==> src/rtl/split_timer_pkg.sv <==
package split_timer_pkg;

  typedef enum logic [1:0] {
    RUN_OFF  = 2'd0,
    RUN_ONCE = 2'd1,
    RUN_LOOP = 2'd2,
    RUN_RSVD = 2'd3
  } run_mode_e;

  localparam logic [1:0] TMODE_SPLIT = 2'd1;

  localparam logic [7:0] OFS_ID     = 8'h00;
  localparam logic [7:0] OFS_CNT_LO = 8'h10;
  localparam logic [7:0] OFS_CNT_HI = 8'h14;
  localparam logic [7:0] OFS_PRD_LO = 8'h18;
  localparam logic [7:0] OFS_PRD_HI = 8'h1C;
  localparam logic [7:0] OFS_RUN    = 8'h20;
  localparam logic [7:0] OFS_GLOBAL = 8'h24;
  localparam logic [7:0] OFS_WDOG   = 8'h28;
  localparam logic [7:0] OFS_CMP0   = 8'h60;

  localparam int LO_MODE_LSB = 6;
  localparam int HI_MODE_LSB = 22;

endpackage

==> src/rtl/split_timer_half.sv <==
module split_timer_half
  import split_timer_pkg::*;
#(
  parameter int DW = 32
) (
  input  logic          clk,
  input  logic          rst,
  input  logic          rel,
  input  logic          tm_ok,
  input  logic          cnt_we,
  input  logic          prd_we,
  input  logic          mode_we,
  input  logic [DW-1:0] wdata,
  input  logic [1:0]    mode_wdata,
  output logic [DW-1:0] cnt,
  output logic [DW-1:0] prd,
  output logic [1:0]    mode,
  output logic          irq,
  output logic          running
);

  logic [DW-1:0] cnt_q;
  logic [DW-1:0] prd_q;
  run_mode_e     mode_q;
  logic          irq_q;
  logic          mode_live;
  logic          hit;

  always_comb begin
    mode_live = (mode_q == RUN_ONCE) || (mode_q == RUN_LOOP);
    running   = rel && tm_ok && mode_live && !cnt_we;
    hit       = running && (cnt_q == prd_q);
  end

  always_ff @(posedge clk) begin
    if (rst) begin
      cnt_q  <= '0;
      prd_q  <= '1;
      mode_q <= RUN_OFF;
      irq_q  <= 1'b0;
    end else begin
      irq_q <= hit;
      if (prd_we) prd_q <= wdata;
      if (mode_we) mode_q <= run_mode_e'(mode_wdata);
      else if (hit && mode_q == RUN_ONCE) mode_q <= RUN_OFF;
      if (!rel) cnt_q <= '0;
      else if (cnt_we) cnt_q <= wdata;
      else if (hit) cnt_q <= '0;
      else if (running) cnt_q <= cnt_q + DW'(1);
    end
  end

  assign cnt  = cnt_q;
  assign prd  = prd_q;
  assign mode = mode_q;
  assign irq  = irq_q;

endmodule

==> src/rtl/split_timer_cmp.sv <==
module split_timer_cmp #(
  parameter int DW = 32,
  parameter int N  = 8,
  parameter int IW = 3
) (
  input  logic                 clk,
  input  logic                 rst,
  input  logic                 we,
  input  logic [IW-1:0]        idx,
  input  logic [DW-1:0]        wdata,
  input  logic [DW-1:0]        cnt,
  input  logic                 running,
  output logic [N-1:0][DW-1:0] vals,
  output logic [N-1:0]         pulse,
  output logic                 any
);

  logic [DW-1:0] slot_q [N];
  logic [N-1:0]  hit;

  always_ff @(posedge clk) begin
    if (rst) begin
      for (int i = 0; i < N; i++) slot_q[i] <= '0;
    end else begin
      for (int i = 0; i < N; i++)
        if (we && idx == IW'(i)) slot_q[i] <= wdata;
    end
  end

  for (genvar g = 0; g < N; g++) begin : g_slot
    assign hit[g]  = running && (cnt == slot_q[g]);
    assign vals[g] = slot_q[g];
  end

  always_ff @(posedge clk) begin
    if (rst) begin
      pulse <= '0;
      any   <= 1'b0;
    end else begin
      pulse <= hit;
      any   <= |hit;
    end
  end

endmodule

==> src/rtl/split_timer.sv <==
module split_timer
  import split_timer_pkg::*;
#(
  parameter int          DW       = 32,
  parameter int          AW       = 8,
  parameter int          NCMP     = 8,
  parameter logic [31:0] ID_VALUE = 32'h5A17_0102
) (
  input  logic            clk,
  input  logic            rst,
  input  logic            bus_we,
  input  logic [AW-1:0]   bus_addr,
  input  logic [DW-1:0]   bus_wdata,
  output logic [DW-1:0]   bus_rdata,
  output logic            irq_lo,
  output logic            irq_hi,
  output logic [NCMP-1:0] cmp_irq,
  output logic            cmp_any
);

  localparam int IW = (NCMP > 1) ? $clog2(NCMP) : 1;

  logic [3:0]               gctrl_q;
  logic [DW-1:0]            cnt_lo, cnt_hi, prd_lo, prd_hi;
  logic [1:0]               mode_lo, mode_hi;
  logic                     run_lo, run_hi;
  logic                     tm_ok;
  logic [NCMP-1:0][DW-1:0]  cmp_vals;
  logic [AW-1:0]            cmp_off;
  logic                     cmp_hit;
  logic [IW-1:0]            cmp_idx;
  logic [DW-1:0]            rd_mux;

  assign tm_ok   = (gctrl_q[3:2] == TMODE_SPLIT);
  assign cmp_off = bus_addr - AW'(OFS_CMP0);
  assign cmp_hit = (bus_addr >= AW'(OFS_CMP0)) && (cmp_off < AW'(4 * NCMP))
                   && (cmp_off[1:0] == 2'b00);
  assign cmp_idx = cmp_off[IW+1:2];

  always_ff @(posedge clk) begin
    if (rst) gctrl_q <= '0;
    else if (bus_we && bus_addr == AW'(OFS_GLOBAL)) gctrl_q <= bus_wdata[3:0];
  end

  split_timer_half #(.DW(DW)) u_lo (
    .clk        (clk),
    .rst        (rst),
    .rel        (gctrl_q[0]),
    .tm_ok      (tm_ok),
    .cnt_we     (bus_we && bus_addr == AW'(OFS_CNT_LO)),
    .prd_we     (bus_we && bus_addr == AW'(OFS_PRD_LO)),
    .mode_we    (bus_we && bus_addr == AW'(OFS_RUN)),
    .wdata      (bus_wdata),
    .mode_wdata (bus_wdata[LO_MODE_LSB+1:LO_MODE_LSB]),
    .cnt        (cnt_lo),
    .prd        (prd_lo),
    .mode       (mode_lo),
    .irq        (irq_lo),
    .running    (run_lo)
  );

  split_timer_half #(.DW(DW)) u_hi (
    .clk        (clk),
    .rst        (rst),
    .rel        (gctrl_q[1]),
    .tm_ok      (tm_ok),
    .cnt_we     (bus_we && bus_addr == AW'(OFS_CNT_HI)),
    .prd_we     (bus_we && bus_addr == AW'(OFS_PRD_HI)),
    .mode_we    (bus_we && bus_addr == AW'(OFS_RUN)),
    .wdata      (bus_wdata),
    .mode_wdata (bus_wdata[HI_MODE_LSB+1:HI_MODE_LSB]),
    .cnt        (cnt_hi),
    .prd        (prd_hi),
    .mode       (mode_hi),
    .irq        (irq_hi),
    .running    (run_hi)
  );

  split_timer_cmp #(.DW(DW), .N(NCMP), .IW(IW)) u_cmp (
    .clk     (clk),
    .rst     (rst),
    .we      (bus_we && cmp_hit),
    .idx     (cmp_idx),
    .wdata   (bus_wdata),
    .cnt     (cnt_lo),
    .running (run_lo),
    .vals    (cmp_vals),
    .pulse   (cmp_irq),
    .any     (cmp_any)
  );

  always_comb begin
    rd_mux = '0;
    if (bus_addr == AW'(OFS_ID)) rd_mux = DW'(ID_VALUE);
    else if (bus_addr == AW'(OFS_CNT_LO)) rd_mux = cnt_lo;
    else if (bus_addr == AW'(OFS_CNT_HI)) rd_mux = cnt_hi;
    else if (bus_addr == AW'(OFS_PRD_LO)) rd_mux = prd_lo;
    else if (bus_addr == AW'(OFS_PRD_HI)) rd_mux = prd_hi;
    else if (bus_addr == AW'(OFS_RUN)) begin
      rd_mux[LO_MODE_LSB+1:LO_MODE_LSB] = mode_lo;
      rd_mux[HI_MODE_LSB+1:HI_MODE_LSB] = mode_hi;
    end
    else if (bus_addr == AW'(OFS_GLOBAL)) rd_mux[3:0] = gctrl_q;
    else if (cmp_hit) rd_mux = cmp_vals[cmp_idx];
  end

  always_ff @(posedge clk) begin
    if (rst) bus_rdata <= '0;
    else     bus_rdata <= rd_mux;
  end

endmodule

==> config.mk <==
export PLATFORM = sky130hd
export DESIGN_NAME = split_timer
export DESIGN_NICKNAME = d
export VERILOG_FILES = /design/src/rtl/split_timer_pkg.sv /design/src/rtl/split_timer_half.sv /design/src/rtl/split_timer_cmp.sv /design/src/rtl/split_timer.sv
export SDC_FILE = /design/constraint.sdc
export NUM_CORES = 1
export LEC_CHECK = 0
export BUFFER_PORTS_ARGS = -buffer_cell sky130_fd_sc_hd__buf_2
export CAP_MARGIN = 15
export CORE_ASPECT_RATIO = 0.5
export CORE_MARGIN = 5
export CORE_UTILIZATION = 51
export CTS_CLUSTER_SIZE = 16
export DETAILED_ROUTE_END_ITERATION = 8
export GPL_TIMING_DRIVEN = 0
export PLACE_DENSITY_LB_ADDON = 0.05
export SYNTH_ARGS = -nofsm -noshare
export SYNTH_HDL_FRONTEND = slang
export SYNTH_SLANG_ARGS = --single-unit
==> constraint.sdc <==
create_clock -name clk -period 4.3 [get_ports clk]
set_input_delay 0.43 -clock clk [delete_from_list [all_inputs] [get_ports clk]]
set_output_delay 0.43 -clock clk [all_outputs]
set_load 0.02 [all_outputs]
==> reports/summary.txt <==
===============================================================================================
Clock input transition at the sequential cells of the worst setup and hold paths        0.07 ns
Kind of path behind the tightest hold check                                        input pin to flip-flop
Count of max-cap constraint violations                                                        0
Clock root buffer                                                                  sky130_fd_sc_hd__clkbuf_16
Vertical extent of the die                                                             162.0 um
Leak                                                                                   9.156 nW
Die Width                                                                              313.9 um
Fmax                                                                                  275.5 MHz
Residual DRC                                                                                  0
Cell breakdown of the critical path                                                buf_1 > xor2_1 > nor4_1 > nand4_1 > nor4_1 > nor3_1 > a31oi_1
Nets in the synthesized netlist                                                            2395
Period utilisation layout                                                                84.42%
Data arrival, critical path                                                             4.10 ns
Placement Rows                                                                               55
Unrepaired setup endpoints after global routing                                           false
Antenna violations before repair                                                              1
R2r setup slk                                                                           0.67 ns
Status                                                                             complete, no violations
Final global-route overflow total                                                             0
Average vias per placed instance                                                          6.500
Clock latency reported for the late side of the worst-skew pair                         0.59 ns
Number of hold violations in the final report                                                 0
Worst ir drop on vdd                                                                  0.2528 mV
Critical path class                                                                flip-flop to flip-flop
Gpl congestion                                                                            1.019
Setup total negative slack                                                                 0 ns
Count of antenna-violating nets left after detailed routing                                   0
Worst-path fanout max                                                                        10
Final setup violation count                                                                   0
DRT iter0 DRCs                                                                             3359
Seq/Total Area, Yosys                                                                    47.85%
H-tree level count                                                                            2
Slew Limit Headroom                                                                      19.39%
Portion of synthesized cell area occupied by the leading cell type                       32.64%
Most used routing layer in global routing                                                  met2
Total routed wirelength                                                                100.8 mm
Overall fraction of global-route tracks in use                                           38.78%
Warnings, synthesis                                                                           0
CTS tree                                                                                   done
Cell types with the largest area share after synthesis                             sky130_fd_sc_hd__edfxtp_1 (33%), sky130_fd_sc_hd__dfxtp_1 (15%), sky130_fd_sc_hd__xnor2_1 (7.7%), sky130_fd_sc_hd__mux4_2 (6.1%), sky130_fd_sc_hd__xor2_1 (5.1%)
Main synth FF type                                                                 sky130_fd_sc_hd__edfxtp_1
Hold buffer count at CTS                                                                      0
Clock sinks                                                                                 435
First-pass iteration count of the detailed router                                             5
Actual slew at the worst max-slew pin                                                  1.209 ns
Shortest period the worst path allows                                                  3.630 ns
Initial cell density of the core                                                         51.86%
Worst clock skew on the final layout                                                 0.02571 ns
Slowest cell on crit path                                                          sky130_fd_sc_hd__nor4_1
Largest net degree at the start of global routing                                            33
Type of element capturing the critical path                                           flip-flop
Core ar.                                                                            45420 sq um
Post-Syn Area                                                                       23550 sq um
Flop and latch count out of synthesis                                                       435
Number of nets in the layout                                                               2528
Vias after detailed routing                                                               20210
Top cell type by total area after synthesis                                        sky130_fd_sc_hd__edfxtp_1
Most numerous cell on the critical path                                            sky130_fd_sc_hd__nor4_1
Total clock buffers created by CTS                                                           41
Total buffers and inverters traversed by the critical path                                    1
Delay of the slowest critical-path stage                                                0.78 ns
Startpoint class of the critical path                                                 flip-flop
Grt met2 use                                                                             54.34%
Met1 track demand over resource in global routing                                        54.30%
Number of placed I/O pins                                                                    86
Total setup buffers inserted after CTS                                                        0
First-pass GRT wire length                                                             140.4 mm
Cell area power density                                                            363.6 nW/um^2
Post-Syn Instances                                                                         2347
Post-synthesis async set-or-reset flop share                                                 0%
Max-slew violation total from the final report                                                0
Number of flops mapped to enable cells by yosys                                             256
Routed length per placed instance                                                      32.40 um
Worst Setup Slack, final                                                              0.6700 ns
Layout cells sized above 1                                                               11.83%
Dpl ws                                                                                0.2839 ns
DP HPWL                                                                                78.58 mm
Area added between synthesis and finish                                                  11.72%
Vias in the first global route                                                            18970
Count of buffers inserted at the top-level ports                                             82
Synth unique cells                                                                           63
Final core utilization                                                                   57.94%
Max Buffers Root-to-Sink                                                                      3
Family of cells with the greatest summed delay on the critical path                simple AND/OR/NAND/NOR gates
Resize count post-CTS                                                                         0
Average instance area after synthesis                                               10.04 sq um
Critical Path RT                                                                        4.77 ns
Met3 demand-to-capacity share in global routing                                          16.70%
Area of the die                                                                     50840 sq um
===============================================================================================
[kinds of logic (layout without fill, tap and decap cells)]
| group | Yosys count | count (layout) | share of synthesized area, % |
|---|---|---|---|
| adders and majority gates | 5 | 5 | 0.2656 |
| muxes | 101 | 101 | 7.692 |
| DFF | 435 | 435 | 47.85 |
| buffers and inverters | 235 | 399 | 4.090 |
| and+or+nand+nor | 916 | 916 | 19.44 |
| xor gates and xnor gates | 344 | 344 | 12.79 |
| other | 0 | 1 | 0 |
| AOI/OAI and AO/OA | 311 | 311 | 7.868 |
[per-stage QoR]
stage               total power [mW]  cells  instance area (sq um)  hold slack (ns)
floorplan                      5.159   2347                  23550           0.4612
global placement               5.559   3027                  24710           0.4884
detailed placement             5.579   3034                  24880           0.4986
CTS                            9.479   3108                  26300           0.1912
global route                   9.744   3109                  26310           0.2050
finish                         9.567   3110                  26310           0.2055
[layer usage]
metal / vias up / share of wire, %
met2: 1551 / 40
met5: - / 0.027
met4: 2 / 3.8
met3: 208 / 17
met1: 9879 / 40
li1: 8574 / -
[worst min-delay path, cell delays in order]
cell and delay (ns):
sky130_fd_sc_hd__buf_2 0.15, sky130_fd_sc_hd__nand2_1 0.07, sky130_fd_sc_hd__nand3b_1 0.06
[path summary, 6_finish.rpt]
check / startpoint / end / depth (start not counted)
hold reg to reg: u_hi.prd[21]$_SDFFE_PP1P_ / u_hi.prd[21]$_SDFFE_PP1P_ / 2
setup reg to reg: u_lo.cnt[1]$_SDFFE_PP0P_ / u_cmp.any$_SDFF_PP0_ / 7
hold / removal: bus_wdata[12] / u_lo.prd[12]$_SDFFE_PP1P_ / 3
setup / recovery: u_lo.cnt[1]$_SDFFE_PP0P_ / u_cmp.any$_SDFF_PP0_ / 7
[power by group]
| part | switching (mW) | internal [mW] |
|---|---|---|
| logic | 0.573 | 0.292 |
| registers | 0.119 | 4.56 |
| clock network | 1.80 | 2.23 |
| total | 2.49 | 7.08 |
[synthesized netlist by cell type (all sizes together) (66+ instances only)]
library cell / count
nand4: 70
nand2: 228
xor2: 138
o21ai: 132
buf: 73
edfxtp: 256
nand3b: 74
nor2: 277
xnor2: 206
nand3: 66
dfxtp: 179
clkbuf: 119
[cells in the final DEF (no fill, tap or decap), drive strengths merged, types with 11 or more instances in the layout]
cell,n
nor2b,40
inv,46
dfxtp,179
edfxtp,256
mux2i,37
nand4,70
nor3,24
buf,162
nand2,228
a21oi,59
clkinv,11
a31oi,50
mux4,64
nor4,51
xnor2,206
xor2,138
nand3b,74
clkbuf,172
a221oi,23
nor2,277
o22ai,25
nand2b,42
and3,19
o21ai,132
nand3,66
[flip-flops by register name, indices dropped and copies added, names as in the netlist]
signal and count:
u_cmp.slot_q 256, bus_rdata 32, u_hi.cnt 32, u_hi.prd 32, u_lo.cnt 32, u_lo.prd 32, u_cmp.pulse 8, gctrl_q 4
u_hi.mode 2, u_lo.mode 2, u_cmp.any 1, u_hi.irq 1, u_lo.irq 1
[cell type report]
class	instances	area [sq um]
fillers	4044	19100
multi-input cells	1677	11330
flip-flops and latches	435	11270
clock buffers	52	1119
plain buffers	192	802.0
well taps	598	748.2
repair buffers	90	579.3
clock inverters	22	296.5
inverters	43	161.4
diodes	1	2.502
Note: power is estimated with default switching activity, not from simulation.
